==> config.mk <==
export PLATFORM = sky130hd
export DESIGN_NAME = wg_gen
export DESIGN_NICKNAME = d
export VERILOG_FILES = /design/src/rtl/wg_pkg.sv /design/src/rtl/wg_ctrl_capture.sv /design/src/rtl/wg_seq.sv /design/src/rtl/wg_scale.sv /design/src/rtl/wg_gen.sv
export SDC_FILE = /design/constraint.sdc
export NUM_CORES = 1
export LEC_CHECK = 0
export BUFFER_PORTS_ARGS = -buffer_cell sky130_fd_sc_hd__buf_2
export CORE_MARGIN = 2
export CORE_UTILIZATION = 60
export CTS_CLUSTER_DIAMETER = 30
export DETAILED_ROUTE_END_ITERATION = 6
export GPL_TIMING_DRIVEN = 0
export PLACE_DENSITY = 0.8
export SLEW_MARGIN = 0
export SYNTH_ARGS = -nofsm -noshare
export SYNTH_HDL_FRONTEND = slang
export SYNTH_SLANG_ARGS = --single-unit
==> constraint.sdc <==
create_clock -name clk -period 32.5 [get_ports clk]
set_input_delay 1.625 -clock clk [delete_from_list [all_inputs] [get_ports clk]]
set_output_delay 1.625 -clock clk [all_outputs]
set_load 0.05 [all_outputs]
==> src/rtl/wg_pkg.sv <==
package wg_pkg;

    typedef enum logic [1:0] {
        MODE_OFF    = 2'd0,
        MODE_CALC   = 2'd1,
        MODE_SINGLE = 2'd2,
        MODE_REPEAT = 2'd3
    } wg_mode_e;

    typedef enum logic [2:0] {
        ST_OFF,
        ST_CALC,
        ST_SINGLE,
        ST_REPEAT,
        ST_DONE
    } wg_state_e;

endpackage

==> src/rtl/wg_ctrl_capture.sv <==
module wg_ctrl_capture #(
    parameter int FREQ_W  = 18,
    parameter int AMPL_W  = 10,
    parameter int CNT_W   = 7,
    parameter int PHASE_W = 9
) (
    input  logic               clk,
    input  logic               rst,
    input  logic               restart,
    input  logic [1:0]         cfg_mode,
    input  logic [FREQ_W-1:0]  cfg_freq,
    input  logic [AMPL_W-1:0]  cfg_ampl,
    input  logic [CNT_W-1:0]   cfg_count,
    input  logic [PHASE_W-1:0] cfg_phase,
    output logic [1:0]         act_mode,
    output logic [FREQ_W-1:0]  act_freq,
    output logic [AMPL_W-1:0]  act_ampl,
    output logic [CNT_W-1:0]   act_count,
    output logic [PHASE_W-1:0] act_phase
);

    // Settings are held until the next restart pulse.
    always_ff @(posedge clk) begin
        if (rst) begin
            act_mode  <= '0;
            act_freq  <= '0;
            act_ampl  <= '0;
            act_count <= '0;
            act_phase <= '0;
        end else if (restart) begin
            act_mode  <= cfg_mode;
            act_freq  <= cfg_freq;
            act_ampl  <= cfg_ampl;
            act_count <= cfg_count;
            act_phase <= cfg_phase;
        end
    end

endmodule

==> src/rtl/wg_seq.sv <==
module wg_seq
    import wg_pkg::*;
#(
    parameter int ADDR_W  = 6,
    parameter int ACC_W   = 16,
    parameter int CNT_W   = 7,
    parameter int PHASE_W = 9
) (
    input  logic               clk,
    input  logic               rst,
    input  logic               restart,
    input  logic [1:0]         cfg_mode,
    input  logic [CNT_W-1:0]   cfg_count,
    input  logic [PHASE_W-1:0] cfg_phase,
    input  logic [ACC_W-1:0]   step,
    output logic [ADDR_W-1:0]  tbl_addr,
    output logic               tbl_rden,
    output logic               issue_sync
);

    localparam int DEPTH = 1 << ADDR_W;
    localparam int NUM_W = ACC_W + PHASE_W;

    wg_state_e         state_q, state_d;
    logic [ADDR_W-1:0] pos_q;
    logic [ADDR_W-1:0] last_q;
    logic [ACC_W-1:0]  acc_q;
    logic              first_q;
    logic              wrap_q;

    logic [CNT_W-1:0]  eff_cnt;
    logic              cnt_empty;
    logic [ACC_W:0]    acc_sum;

    // Degrees of the stored period to initial accumulator value.
    function automatic logic [ACC_W-1:0] phase_to_acc(input logic [PHASE_W-1:0] ph);
        logic [NUM_W-1:0] num;
        num = {ph, {ACC_W{1'b0}}};
        return ACC_W'(num / NUM_W'(360));
    endfunction

    always_comb begin
        eff_cnt   = (cfg_count > CNT_W'(DEPTH)) ? CNT_W'(DEPTH) : cfg_count;
        cnt_empty = (eff_cnt == '0);
        acc_sum   = {1'b0, acc_q} + {1'b0, step};
    end

    // Next-state logic.
    always_comb begin
        state_d = state_q;
        if (restart) begin
            unique case (wg_mode_e'(cfg_mode))
                MODE_OFF:    state_d = ST_OFF;
                MODE_CALC:   state_d = ST_CALC;
                MODE_SINGLE: state_d = cnt_empty ? ST_DONE : ST_SINGLE;
                MODE_REPEAT: state_d = cnt_empty ? ST_DONE : ST_REPEAT;
            endcase
        end else begin
            unique case (state_q)
                ST_SINGLE: if (pos_q == last_q) state_d = ST_DONE;
                ST_OFF, ST_CALC, ST_REPEAT, ST_DONE: state_d = state_q;
                default:   state_d = ST_OFF;
            endcase
        end
    end

    // State register.
    always_ff @(posedge clk) begin
        if (rst) state_q <= ST_OFF;
        else     state_q <= state_d;
    end

    // Address and accumulator registers.
    always_ff @(posedge clk) begin
        if (rst) begin
            pos_q   <= '0;
            last_q  <= '0;
            acc_q   <= '0;
            first_q <= 1'b0;
            wrap_q  <= 1'b0;
        end else if (restart) begin
            pos_q   <= '0;
            last_q  <= ADDR_W'(eff_cnt - CNT_W'(1));
            acc_q   <= phase_to_acc(cfg_phase);
            first_q <= 1'b1;
            wrap_q  <= 1'b0;
        end else begin
            unique case (state_q)
                ST_CALC: begin
                    acc_q   <= acc_sum[ACC_W-1:0];
                    wrap_q  <= acc_sum[ACC_W];
                    first_q <= 1'b0;
                end
                ST_SINGLE, ST_REPEAT: begin
                    pos_q   <= (pos_q == last_q) ? '0 : pos_q + ADDR_W'(1);
                    first_q <= 1'b0;
                end
                ST_OFF, ST_DONE: first_q <= 1'b0;
                default:         first_q <= 1'b0;
            endcase
        end
    end

    // Outputs.
    always_comb begin
        tbl_rden   = 1'b0;
        tbl_addr   = pos_q;
        issue_sync = 1'b0;
        unique case (state_q)
            ST_CALC: begin
                tbl_rden   = 1'b1;
                tbl_addr   = acc_q[ACC_W-1 -: ADDR_W];
                issue_sync = first_q | wrap_q;
            end
            ST_SINGLE, ST_REPEAT: begin
                tbl_rden   = 1'b1;
                issue_sync = (pos_q == '0);
            end
            ST_OFF, ST_DONE: tbl_rden = 1'b0;
            default:         tbl_rden = 1'b0;
        endcase
    end

endmodule

==> src/rtl/wg_scale.sv <==
module wg_scale #(
    parameter int DAT_W     = 8,
    parameter int AMPL_W    = 10,
    parameter int AMPL_FRAC = 8
) (
    input  logic              clk,
    input  logic              rst,
    input  logic [DAT_W-1:0]  in_data,
    input  logic              in_val,
    input  logic              in_sync,
    input  logic [AMPL_W-1:0] gain,
    output logic [DAT_W-1:0]  out_dat,
    output logic              out_val,
    output logic              out_sync,
    output logic              out_ovr
);

    localparam int PW = DAT_W + AMPL_W + 1;
    localparam logic signed [PW-1:0] HI   = PW'((1 << (DAT_W - 1)) - 1);
    localparam logic signed [PW-1:0] LO   = -HI;
    localparam logic signed [PW-1:0] HALF = PW'(1 << (AMPL_FRAC - 1));

    logic signed [PW-1:0] prod;
    logic signed [PW-1:0] rnd;
    logic                 clip_hi;
    logic                 clip_lo;

    always_comb begin
        prod    = $signed({{(PW - DAT_W){in_data[DAT_W-1]}}, in_data})
                * $signed({{(PW - AMPL_W){1'b0}}, gain});
        rnd     = (prod + HALF) >>> AMPL_FRAC;
        clip_hi = (rnd > HI);
        clip_lo = (rnd < LO);
    end

    always_ff @(posedge clk) begin
        if (rst || !in_val) begin
            out_dat  <= '0;
            out_val  <= 1'b0;
            out_sync <= 1'b0;
            out_ovr  <= 1'b0;
        end else begin
            out_val  <= 1'b1;
            out_sync <= in_sync;
            out_ovr  <= clip_hi | clip_lo;
            if (clip_hi)      out_dat <= HI[DAT_W-1:0];
            else if (clip_lo) out_dat <= LO[DAT_W-1:0];
            else              out_dat <= rnd[DAT_W-1:0];
        end
    end

endmodule

==> src/rtl/wg_gen.sv <==
module wg_gen #(
    parameter int ADDR_W    = 6,
    parameter int DAT_W     = 8,
    parameter int ACC_W     = 16,
    parameter int FREQ_W    = ACC_W + 2,
    parameter int AMPL_W    = 10,
    parameter int AMPL_FRAC = 8,
    parameter int CNT_W     = ADDR_W + 1,
    parameter int PHASE_W   = 9
) (
    input  logic               clk,
    input  logic               rst,
    input  logic               restart,
    input  logic [1:0]         cfg_mode,
    input  logic [FREQ_W-1:0]  cfg_freq,
    input  logic [AMPL_W-1:0]  cfg_ampl,
    input  logic [CNT_W-1:0]   cfg_count,
    input  logic [PHASE_W-1:0] cfg_phase,
    output logic [1:0]         act_mode,
    output logic [FREQ_W-1:0]  act_freq,
    output logic [AMPL_W-1:0]  act_ampl,
    output logic [CNT_W-1:0]   act_count,
    output logic [PHASE_W-1:0] act_phase,
    output logic [ADDR_W-1:0]  tbl_addr,
    output logic               tbl_rden,
    input  logic [DAT_W-1:0]   tbl_rdata,
    input  logic               tbl_rdval,
    output logic [DAT_W-1:0]   wave_dat,
    output logic               wave_val,
    output logic               wave_sync,
    output logic               wave_ovr
);

    logic issue_sync;
    logic sync_ret;

    wg_ctrl_capture #(
        .FREQ_W (FREQ_W),
        .AMPL_W (AMPL_W),
        .CNT_W  (CNT_W),
        .PHASE_W(PHASE_W)
    ) ctrl_i (
        .clk      (clk),
        .rst      (rst),
        .restart  (restart),
        .cfg_mode (cfg_mode),
        .cfg_freq (cfg_freq),
        .cfg_ampl (cfg_ampl),
        .cfg_count(cfg_count),
        .cfg_phase(cfg_phase),
        .act_mode (act_mode),
        .act_freq (act_freq),
        .act_ampl (act_ampl),
        .act_count(act_count),
        .act_phase(act_phase)
    );

    wg_seq #(
        .ADDR_W (ADDR_W),
        .ACC_W  (ACC_W),
        .CNT_W  (CNT_W),
        .PHASE_W(PHASE_W)
    ) seq_i (
        .clk       (clk),
        .rst       (rst),
        .restart   (restart),
        .cfg_mode  (cfg_mode),
        .cfg_count (cfg_count),
        .cfg_phase (cfg_phase),
        .step      (act_freq[ACC_W-1:0]),
        .tbl_addr  (tbl_addr),
        .tbl_rden  (tbl_rden),
        .issue_sync(issue_sync)
    );

    // Sync tag travels alongside the one-cycle table read.
    always_ff @(posedge clk) begin
        if (rst) sync_ret <= 1'b0;
        else     sync_ret <= issue_sync;
    end

    wg_scale #(
        .DAT_W    (DAT_W),
        .AMPL_W   (AMPL_W),
        .AMPL_FRAC(AMPL_FRAC)
    ) scale_i (
        .clk     (clk),
        .rst     (rst),
        .in_data (tbl_rdata),
        .in_val  (tbl_rdval),
        .in_sync (sync_ret),
        .gain    (act_ampl),
        .out_dat (wave_dat),
        .out_val (wave_val),
        .out_sync(wave_sync),
        .out_ovr (wave_ovr)
    );

endmodule

==> reports/results.txt, run 1 <==
Final worst-path cycle share = 78.7%
Routed Antenna Nets = 0
Clock Sink Count = 91
Number of synthesized flops with an enable pin = 0
CP max-delay cell = a221oi_1
RSZ-0062 raised after global routing = false
Number of setup buffers added after CTS = 0
Final WL = 43.0 mm
Clock transition at path regs = 0.07 ns
Worst R2R End = scale_i.out_dat[0]
Die width = 161 µm
Clk buf depth = 2
Clock insertion delay at the later pin of the skew report = 0.36 ns
Post-route DRC violation count = 0
Post_cts resized = 0
CP endpoint kind = flop
Crit path top cell by count = ha_1
Register bit total from synthesis = 91
Hold Path Depth = 1
Worst-margin pin slew = 1.05 ns
Ys async rst share = 0%
Initial antenna violation count = 1
CTS tree = built
Row count = 57
N_diodes = 0
Crit-path max cell delay = 0.79 ns
Nets = 2271
GRT Total Usage = 32.4%
Ports = 122
Vias = 15600
WS Path Type = primary input to flop
Syn_area_per_cell = 7.62 µm²
WL per Instance = 17.9 µm
DP Wirelength = 34.2 mm
Fmax = 39.1 MHz
Synth Instances = 1949
GP Congestion = 0.949
Total gr overflow = 0
Die boundary height = 161 µm
R2R depth = 29
Post-CTS Hold Buffers = 0
First-pass GRT wire length = 70.9 mm
Final hold violation count = 0
Setup violations, final = 0
Worst hold start = sync_ret
Synth Flop Type = dfxtp_1
CTS buffer count = 9
Flop2flop setup slack = 24.85 ns
Ranking of synthesized cells by area = dfxtp_1 12%, ha_1 7.8%, fa_1 6.5%
Sum Neg Setup Slack = 0 ns
Syn_nets = 2148
Critical-path maximum fanout = 10
Initial Util = 61.0%
Post-synth top area cell = dfxtp_1
CTS root buffer = clkbuf_16
Synthesized cell area = 14800 µm²
Max-Slew Margin vs Limit = 30.0%
Synth warnings = 0
Number of max-cap violations = 0
Sequential share of the synthesized area = 12.3%
Area share of the largest cell type after synthesis = 12.3%
CORE AREA = 24300 µm²
Total die area = 26000 µm²
Multi-input gate area = 12300 µm²
Fill cells = 2146
Hold Path Class = flop to flop
Area Overhead vs Synth = 8.37%
Starting DRT DRC Count = 1218
Total area of sequential cells = 1820 µm²
Fin crit period = 25.59 ns
Fin Clk Skew = 0.0101 ns
Post-synth cell types = 131
H-tree levels = 3
DRT Pass-1 Iters = 7
Setup crit start kind = primary input
Largest net degree at the start of global routing = 17
IO Port Bufs = 112
Pins over their slew limit = 0
Post-DR vias/cell = 6.50
Data required time of the critical path = 32.77 ns
Vias in the first global route = 14433
Worst reg2reg startpoint = ctrl_i.act_ampl[7]
Layout cells sized above 1 = 12.8%
Status = complete, no violations
Hold EP = scale_i.out_sync
WP data arrival = 25.85 ns
synth_stat cells, types with 47 or more instances:
master and number:
nor3_1 58, nand3_1 59, xnor2_1 75, mux2i_1 72
clkbuf_1 47, dfxtp_1 91, ha_1 93, nor2_1 204
o21ai_0 58, inv_1 103, a21oi_1 115, fa_1 48
and2_1 67, nand2_1 155
worst max-delay path by stage:
stage / from / endpoint / slack [ns] / cells after the start
after floorplan: cfg_phase[4] / seq_i.acc_q[0] / 11.47 / 92
after global placement: cfg_phase[4] / seq_i.acc_q[0] / 7.48 / 92
after detailed placement: cfg_phase[4] / seq_i.acc_q[0] / 7.27 / 92
after CTS: cfg_phase[4] / seq_i.acc_q[0] / 7.54 / 92
after global routing: cfg_phase[4] / seq_i.acc_q[0] / 5.46 / 92
final: cfg_phase[4] / seq_i.acc_q[0] / 6.91 / 92
registers in the layout, indices dropped and copies added, names as in the netlist, 3 cells and up:
| signal | cells |
|---|---|
| ctrl_i.act_freq | 18 |
| seq_i.acc_q | 16 |
| ctrl_i.act_ampl | 10 |
| ctrl_i.act_phase | 9 |
| scale_i.out_dat | 8 |
| ctrl_i.act_count | 7 |
| seq_i.last_q | 6 |
| seq_i.pos_q | 6 |
| seq_i.state_q | 3 |
cells by family after synthesis:
family          after synthesis  synth area share (%)
simple gates                762                  26.5
compound gates              574                  29.0
buf+inv                     186                  5.13
fa+ha+maj                   142                  14.4
xor+xnor                    106                  6.53
flops                        91                  12.3
mux                          88                  6.11
critical path, delay by kind of cell:
family | cells | cell delay, ns
AND/OR/NAND/NOR | 40 | 8.95
AO/OA/AOI/OAI | 31 | 8.39
adder cells (fa/ha/maj) | 13 | 4.87
buffers and inverters | 6 | 1.33
XOR/XNOR | 1 | 0.43
multiplexers | 1 | 0.24
placed cells by master, fill, tap and decap left out, drive strengths merged, types with 11 or more instances in the layout:
cell type  Yosys  routed
o211ai        33      33
and4          12      12
fa            48      48
o21a          23      23
buf           29     141
mux2          15      15
mux2i         73      73
nor4          19      19
a2111oi       14      14
o21bai        14      14
or3           23      23
nand4         27      27
or4           11      11
o31ai         15      15
dfxtp         91      91
nor2         210     210
o21ai         76      76
inv          109     112
and2          70      70
xnor2         77      77
ha            93      93
nand2        158     158
nand3         61      61
a31oi         32      32
o211a         12      12
or2           18      18
o22ai         14      14
nand2b        24      24
a21o          23      23
a21oi        121     121
clkbuf        47      57
o311ai        13      13
xor2          28      28
nor2b         22      22
nor3          63      63
a211oi        51      51
and3          20      20
final cells by class:
type / count / area share, %
buffer: 76 / 2.16
clock buffer: 10 / 1.42
clock inverter: 6 / 0.296
inverter: 110 / 2.57
multi-input combinational: 1672 / 76.2
sequential: 91 / 11.3
tap: 324 / 2.52
timing repair buffer: 112 / 3.49
metrics by stage:
step | utilization [%] | hold WS [ns] | instances | setup slack [ns] | instance area (µm²)
after floorplan | - | 0.406 | 1949 | 11.47 | 14800
after global placement | 65.0 | 0.459 | 2385 | 7.48 | 15800
after detailed placement | 65.0 | 0.463 | 2385 | 7.27 | 15800
after CTS | 66.1 | 0.480 | 2401 | 7.54 | 16100
after global routing | 66.1 | 0.490 | 2401 | 5.46 | 16100
final | 66.1 | 0.484 | 2401 | 6.91 | 16100
metal layers:
layer,track usage [%],wire (µm),up-vias
li1,-,-,7519
met3,3.98,2830,78
met5,0,13,-
met1,43.9,19300,7392
met2,55.2,20100,609
met4,7.51,779,2
Power of run 1 is left out: the tool's default activity adds up to more than one toggle a clock period on the data nets, which glitch-free logic cannot reach.
==> run 2: changes to the inputs <==
==> constraint.sdc (replaced) <==
create_clock -name clk -period 26.6 [get_ports clk]
set_input_delay 1.33 -clock clk [delete_from_list [all_inputs] [get_ports clk]]
set_output_delay 1.33 -clock clk [all_outputs]
set_load 0.05 [all_outputs]
==> run 2 against run 1 <==
Design area hardly changed. Die area unchanged. Clock skew rose by 0.00063 ns. Core utilization barely moved. Via count about the same. Worst setup slack lost 5.3 ns. Count of clock-buffer cells in the layout unchanged.
==> reports/results.txt, run 2 (same netlist as run 1, synthesis figures left out) <==
Top flop regs = ctrl_i.act_freq: 18 flops, seq_i.acc_q: 16 flops, ctrl_i.act_ampl: 10 flops (unchanged)
Post_cts resized = 0 (unchanged)
Clk buf depth = 2 (unchanged)
GP Congestion = 0.949 (unchanged)
N_diodes = 0 (unchanged)
WS Path Type = primary input to flop (unchanged)
CP max-delay cell = a211oi_1 (was a221oi_1)
Post-CTS Hold Buffers = 0 (unchanged)
Commonest cells after routing, fill and taps aside = 204 x nor2_1, 155 x nand2_1, 129 x buf_2, 115 x a21oi_1, 103 x inv_1 (unchanged)
Initial antenna violation count = 1 (unchanged)
Final instance area = 16100 µm² (about the same)
Number of setup buffers added after CTS = 0 (unchanged)
Total die area = 26000 µm² (unchanged)
H-tree levels = 3 (unchanged)
Most flop-heavy register = ctrl_i.act_freq (unchanged)
Final WL = 43.1 mm (was 43.0 mm)
Clock insertion delay at the later pin of the skew report = 0.36 ns (about the same)
Nets = 2271 (unchanged)
Highest metal used = met5 (unchanged)
Commonest non-fill, non-tap cell in the layout = nor2_1 (unchanged)
WP data arrival = 25.26 ns (was 25.85 ns)
Crit-path max cell delay = 0.62 ns (was 0.79 ns)
Die boundary height = 161 µm (unchanged)
Number of max-cap violations = 0 (unchanged)
Max reg flops = 18 (unchanged)
Setup crit start kind = primary input (unchanged)
Starting DRT DRC Count = 1136 (was 1218)
Largest net degree at the start of global routing = 17 (unchanged)
CTS root buffer = clkbuf_16 (unchanged)
Crit path top cell by count = ha_1 (unchanged)
DP Wirelength = 34.2 mm (unchanged)
Worst-margin pin slew = 1.04 ns (was 1.05 ns)
WL per Instance = 18.0 µm (was 17.9 µm)
Pins over their slew limit = 0 (unchanged)
First-pass GRT wire length = 70.9 mm (unchanged)
Wire length on met3 = 2.94 mm (was 2.83 mm)
Final worst-path cycle share = 93.9%
Routed met2 length = 20.2 mm (was 20.1 mm)
Die width = 161 µm (unchanged)
CTS buffer count = 9 (unchanged)
Post-DR vias/cell = 6.50 (about the same)
Data required time of the critical path = 26.87 ns (was 32.77 ns)
Vias = 15613 (was 15600)
Fmax = 40.0 MHz
Status = complete, no violations (unchanged)
Fin Clk Skew = 0.0107 ns (was 0.0101 ns)
CP endpoint kind = flop (unchanged)
Total gr overflow = 0 (unchanged)
Layout cells sized above 1 = 12.9% (was 12.8%)
GRT Total Usage = 32.4% (unchanged)
CORE AREA = 24300 µm² (unchanged)
DRT Pass-1 Iters = 5 (was 7)
Ports = 122 (unchanged)
Clock transition at path regs = 0.07 ns (about the same)
Max-Slew Margin vs Limit = 30.5% (was 30.0%)
Post-route DRC violation count = 0 (unchanged)
Final hold violation count = 0 (unchanged)
CTS tree = built (unchanged)
Critical-path maximum fanout = 10 (unchanged)
Setup violations, final = 0 (unchanged)
Clock Sink Count = 91 (unchanged)
Vias in the first global route = 14433 (unchanged)
DP Area = 15800 µm² (unchanged)
Fin crit period = 24.99 ns
Setup ws final = 1.61 ns (was 6.91 ns)
RSZ-0062 raised after global routing = false (unchanged)
IO Port Bufs = 112 (unchanged)
DRT met1 WL = 19.2 mm (was 19.3 mm)
Initial Util = 61.0% (unchanged)
Sum Neg Setup Slack = 0 ns (unchanged)
Routed Antenna Nets = 0 (unchanged)
Hold Path Class = flop to flop (unchanged)
Area Overhead vs Synth = 8.41% (was 8.37%)
Post-Place Worst Slack = 1.66 ns (was 7.27 ns)
Row count = 57 (unchanged)
## run 2: layout make-up
cell class	instances	area [µm²]
Timing Repair Buffer	112	561
Clock inverter	6	47.5
Inverter	110	414
Fill cell	2144	8230
Clock buffer	10	229
Buffer	76	348
Tap cell	324	405
Sequential cell	91	1820
Multi-Input combinational cell	1672	12300
## run 2: path summary, 6_finish.rpt
check | start | endpoint | slack (ns) | cells past startpoint
max reg2reg | ctrl_i.act_ampl[7] | scale_i.out_dat[0] | 18.95 | 29
min | sync_ret | scale_i.out_sync | 0.49 | 1
max | cfg_phase[4] | seq_i.acc_q[0] | 1.61 | 92
min reg2reg | sync_ret | scale_i.out_sync | 0.49 | 1
## run 2: critical path: cells and delay by family
kind	cells	cell delay (ns)
buf+inv	6	1.28
compound gates	31	7.91
xor+xnor	1	0.43
fa+ha+maj	13	4.90
mux	1	0.24
simple gates	40	9.12
## run 2: metrics by stage
step	cells	hold slack (ns)	utilization, %
after floorplan	1949	0.406	-
after global placement	2385	0.459	65.0
after detailed placement	2385	0.463	65.0
after CTS	2401	0.480	66.1
after global routing	2401	0.490	66.2
final	2401	0.485	66.2
## run 2: metal layers
metal / up-vias / track usage [%]
li1: 7519 / -
met4: 2 / 7.51
met3: 72 / 3.98
met2: 618 / 55.2
met1: 7402 / 43.9
met5: - / 0
Power of run 2 is left out for the same reason.
==> run 3: changes to the inputs <==
--- a/config.mk
+++ b/config.mk
@@ -6,12 +6,14 @@
 export NUM_CORES = 1
 export LEC_CHECK = 0
 export BUFFER_PORTS_ARGS = -buffer_cell sky130_fd_sc_hd__buf_2
+export CELL_PAD_IN_SITES_DETAIL_PLACEMENT = 1
+export CELL_PAD_IN_SITES_GLOBAL_PLACEMENT = 2
 export CORE_MARGIN = 2
-export CORE_UTILIZATION = 60
+export CORE_UTILIZATION = 37
 export CTS_CLUSTER_DIAMETER = 30
 export DETAILED_ROUTE_END_ITERATION = 6
 export GPL_TIMING_DRIVEN = 0
-export PLACE_DENSITY = 0.8
+export PLACE_DENSITY_LB_ADDON = 0.1
 export SLEW_MARGIN = 0
 export SYNTH_ARGS = -nofsm -noshare
 export SYNTH_HDL_FRONTEND = slang
==> run 3 against run 2 <==
Global-route usage decreased by 7.7 points. Design area increased by 2.1%. Die area increased by 60%. Core utilization decreased by 25 points. Via count decreased by 2.4%. First-iteration DRC count decreased by 47%. Cell count increased by 8.5%. Wire length increased by 19%. Largest cell class unchanged. Clock skew about the same. Highest routed layer is now met4. Worst setup slack improved by 0.41 ns. Fmax increased by 1.7%.
==> reports/results.txt, run 3 (same netlist as run 1, synthesis figures left out) <==
Vias in the first global route = 15499 (was 14433)
DP Wirelength = 41.8 mm (was 34.2 mm)
Post-route insts no fill = 2604 (was 2401)
Starting DRT DRC Count = 602 (was 1136)
WS Path Type = primary input to flop (unchanged)
IO Port Bufs = 112 (unchanged)
Initial Util = 37.4% (was 61.0%)
Sum Neg Setup Slack = 0 ns (unchanged)
DRT Pass-1 Iters = 4 (was 5)
WL per Instance = 19.7 µm (was 18.0 µm)
CTS buffer count = 9 (unchanged)
Post-route DRC violation count = 0 (unchanged)
Nets = 2274 (was 2271)
CORE AREA = 39600 µm² (was 24300 µm²)
Die boundary height = 204 µm (was 161 µm)
Max-Slew Margin vs Limit = 28.2% (was 30.5%)
Fin crit period = 24.58 ns (was 24.99 ns)
Final hold violation count = 0 (unchanged)
Worst-margin pin slew = 1.08 ns (was 1.04 ns)
Flop2flop setup slack = 18.95 ns (about the same)
CP max-delay cell = or4b_1 (was a211oi_1)
Critical-path maximum fanout = 10 (unchanged)
Ports = 122 (unchanged)
RSZ-0062 raised after global routing = false (unchanged)
Data required time of the critical path = 26.86 ns (was 26.87 ns)
Setup violations, final = 0 (unchanged)
Status = complete, no violations (unchanged)
N_diodes = 0 (unchanged)
Fmax = 40.7 MHz (was 40.0 MHz)
Clock Sink Count = 91 (unchanged)
Vias = 15232 (was 15613)
Commonest non-fill, non-tap cell in the layout = nor2_1 (unchanged)
Crit path top cell by count = ha_1 (unchanged)
GRT Total Usage = 24.7% (was 32.4%)
Area Overhead vs Synth = 10.6% (was 8.41%)
Hold Path Depth = 1 (unchanged)
Layout cells sized above 1 = 13.3% (was 12.9%)
Worst hold start = sync_ret (unchanged)
Fin Clk Skew = 0.0109 ns (was 0.0107 ns)
Pins over their slew limit = 0 (unchanged)
Worst R2R End = scale_i.out_dat[0] (unchanged)
CTS tree = built (unchanged)
Post-DR vias/cell = 5.85 (was 6.50)
Die width = 204 µm (was 161 µm)
Hold EP = scale_i.out_sync (unchanged)
Worst reg2reg startpoint = ctrl_i.act_ampl[7] (unchanged)
Clock transition at path regs = 0.07 ns (about the same)
GP Congestion = 0.874 (was 0.949)
Commonest cells after routing, fill and taps aside = 204 x nor2_1, 154 x nand2_1, 129 x buf_2, 113 x a21oi_1, 103 x inv_1 (was 204 x nor2_1, 155 x nand2_1, 129 x buf_2, 115 x a21oi_1, 103 x inv_1)
Row count = 73 (was 57)
CTS root buffer = clkbuf_16 (unchanged)
Largest net degree at the start of global routing = 17 (unchanged)
Clk buf depth = 2 (unchanged)
Final Util = 41.4% (was 66.2%)
Crit-path max cell delay = 0.55 ns (was 0.62 ns)
Most flop-heavy register = ctrl_i.act_freq (unchanged)
Placed Cells = 2586 (was 2385)
Setup crit start kind = primary input (unchanged)
Routed Antenna Nets = 0 (unchanged)
Clock insertion delay at the later pin of the skew report = 0.36 ns (about the same)
Fill cells = 5022 (was 2144)
Total gr overflow = 0 (unchanged)
First-pass GRT wire length = 84.5 mm (was 70.9 mm)
Final worst-path cycle share = 92.4% (was 93.9%)
CP endpoint kind = flop (unchanged)
Max reg flops = 18 (unchanged)
Final WL = 51.3 mm (was 43.1 mm)
Post-CTS Hold Buffers = 0 (unchanged)
R2R depth = 29 (unchanged)
H-tree levels = 3 (unchanged)
Number of max-cap violations = 0 (unchanged)
Total die area = 41700 µm² (was 26000 µm²)
Hold Path Class = flop to flop (unchanged)
Top flop regs = ctrl_i.act_freq: 18 flops, seq_i.acc_q: 16 flops, ctrl_i.act_ampl: 10 flops (unchanged)
WP data arrival = 24.85 ns (was 25.26 ns)
Initial antenna violation count = 0 (was 1)
==> run 3: cell types whose count changed in the layout (fill, tap and decap cells not counted), sizes merged <==
cell,previous run,this run
buf,141,144
bufinv,0,1
clkbuf,57,56
clkinv,3,2
clkinvlp,1,2
inv,112,111
==> run 3: cell type report <==
cell class,instances,area [µm²],share of cell area [%]
Buffer,76,348,2.12
Clock buffer,9,225,1.37
Clock inverter,6,73.8,0.450
Inverter,110,414,2.52
Multi-Input combinational cell,1672,12300,74.9
Sequential cell,91,1820,11.1
Tap cell,525,657,4.00
Timing Repair Buffer,115,583,3.55
==> run 3: through the flow <==
| step | hold slack [ns] | setup slack (ns) | cell area, µm² |
|---|---|---|---|
| 2_1_floorplan | 0.406 | 5.86 | 14800 |
| 3_3_place_gp | 0.456 | 0.686 | 16100 |
| 3_5_place_dp | 0.476 | 0.526 | 16100 |
| 4_1_cts | 0.491 | 0.776 | 16400 |
| 5_1_grt | 0.489 | 0.0871 | 16400 |
| 6_report | 0.481 | 2.02 | 16400 |
==> run 3: routing by layer <==
| metal | GRT usage [%] | vias up | share of wire, % |
|---|---|---|---|
| met5 | 0 | - | 0 |
| met4 | 4.19 | 0 | 1.2 |
| met3 | 1.77 | 33 | 2.0 |
| met2 | 42.7 | 167 | 48 |
| li1 | - | 7510 | - |
| met1 | 34.1 | 7522 | 49 |
==> run 3: what timing repair did <==
item	in CTS	in global routing
setup endpoints to repair	0	2
setup buffers	0	3
resized for setup	0	8
==> run 3: how the worst max path moves through the flow <==
stage,startpoint,endpoint,slack [ns],cells past startpoint
after CTS,cfg_phase[4],seq_i.acc_q[0],0.78,92
final,cfg_phase[4],seq_i.acc_q[0],2.02,92
after floorplan,cfg_phase[4],seq_i.acc_q[0],5.86,92
after global placement,cfg_phase[4],seq_i.acc_q[0],0.69,92
after global routing,cfg_phase[4],seq_i.acc_q[0],0.09,92
after detailed placement,cfg_phase[4],seq_i.acc_q[0],0.53,92
==> run 3: worst max-delay path, delay by kind of cell <==
family / cells / cell delay, ns
buf+inv: 6 / 1.32
simple gates: 40 / 8.89
compound gates: 31 / 7.71
fa+ha+maj: 13 / 4.84
mux: 2 / 0.70
Power of run 3 is left out for the same reason.
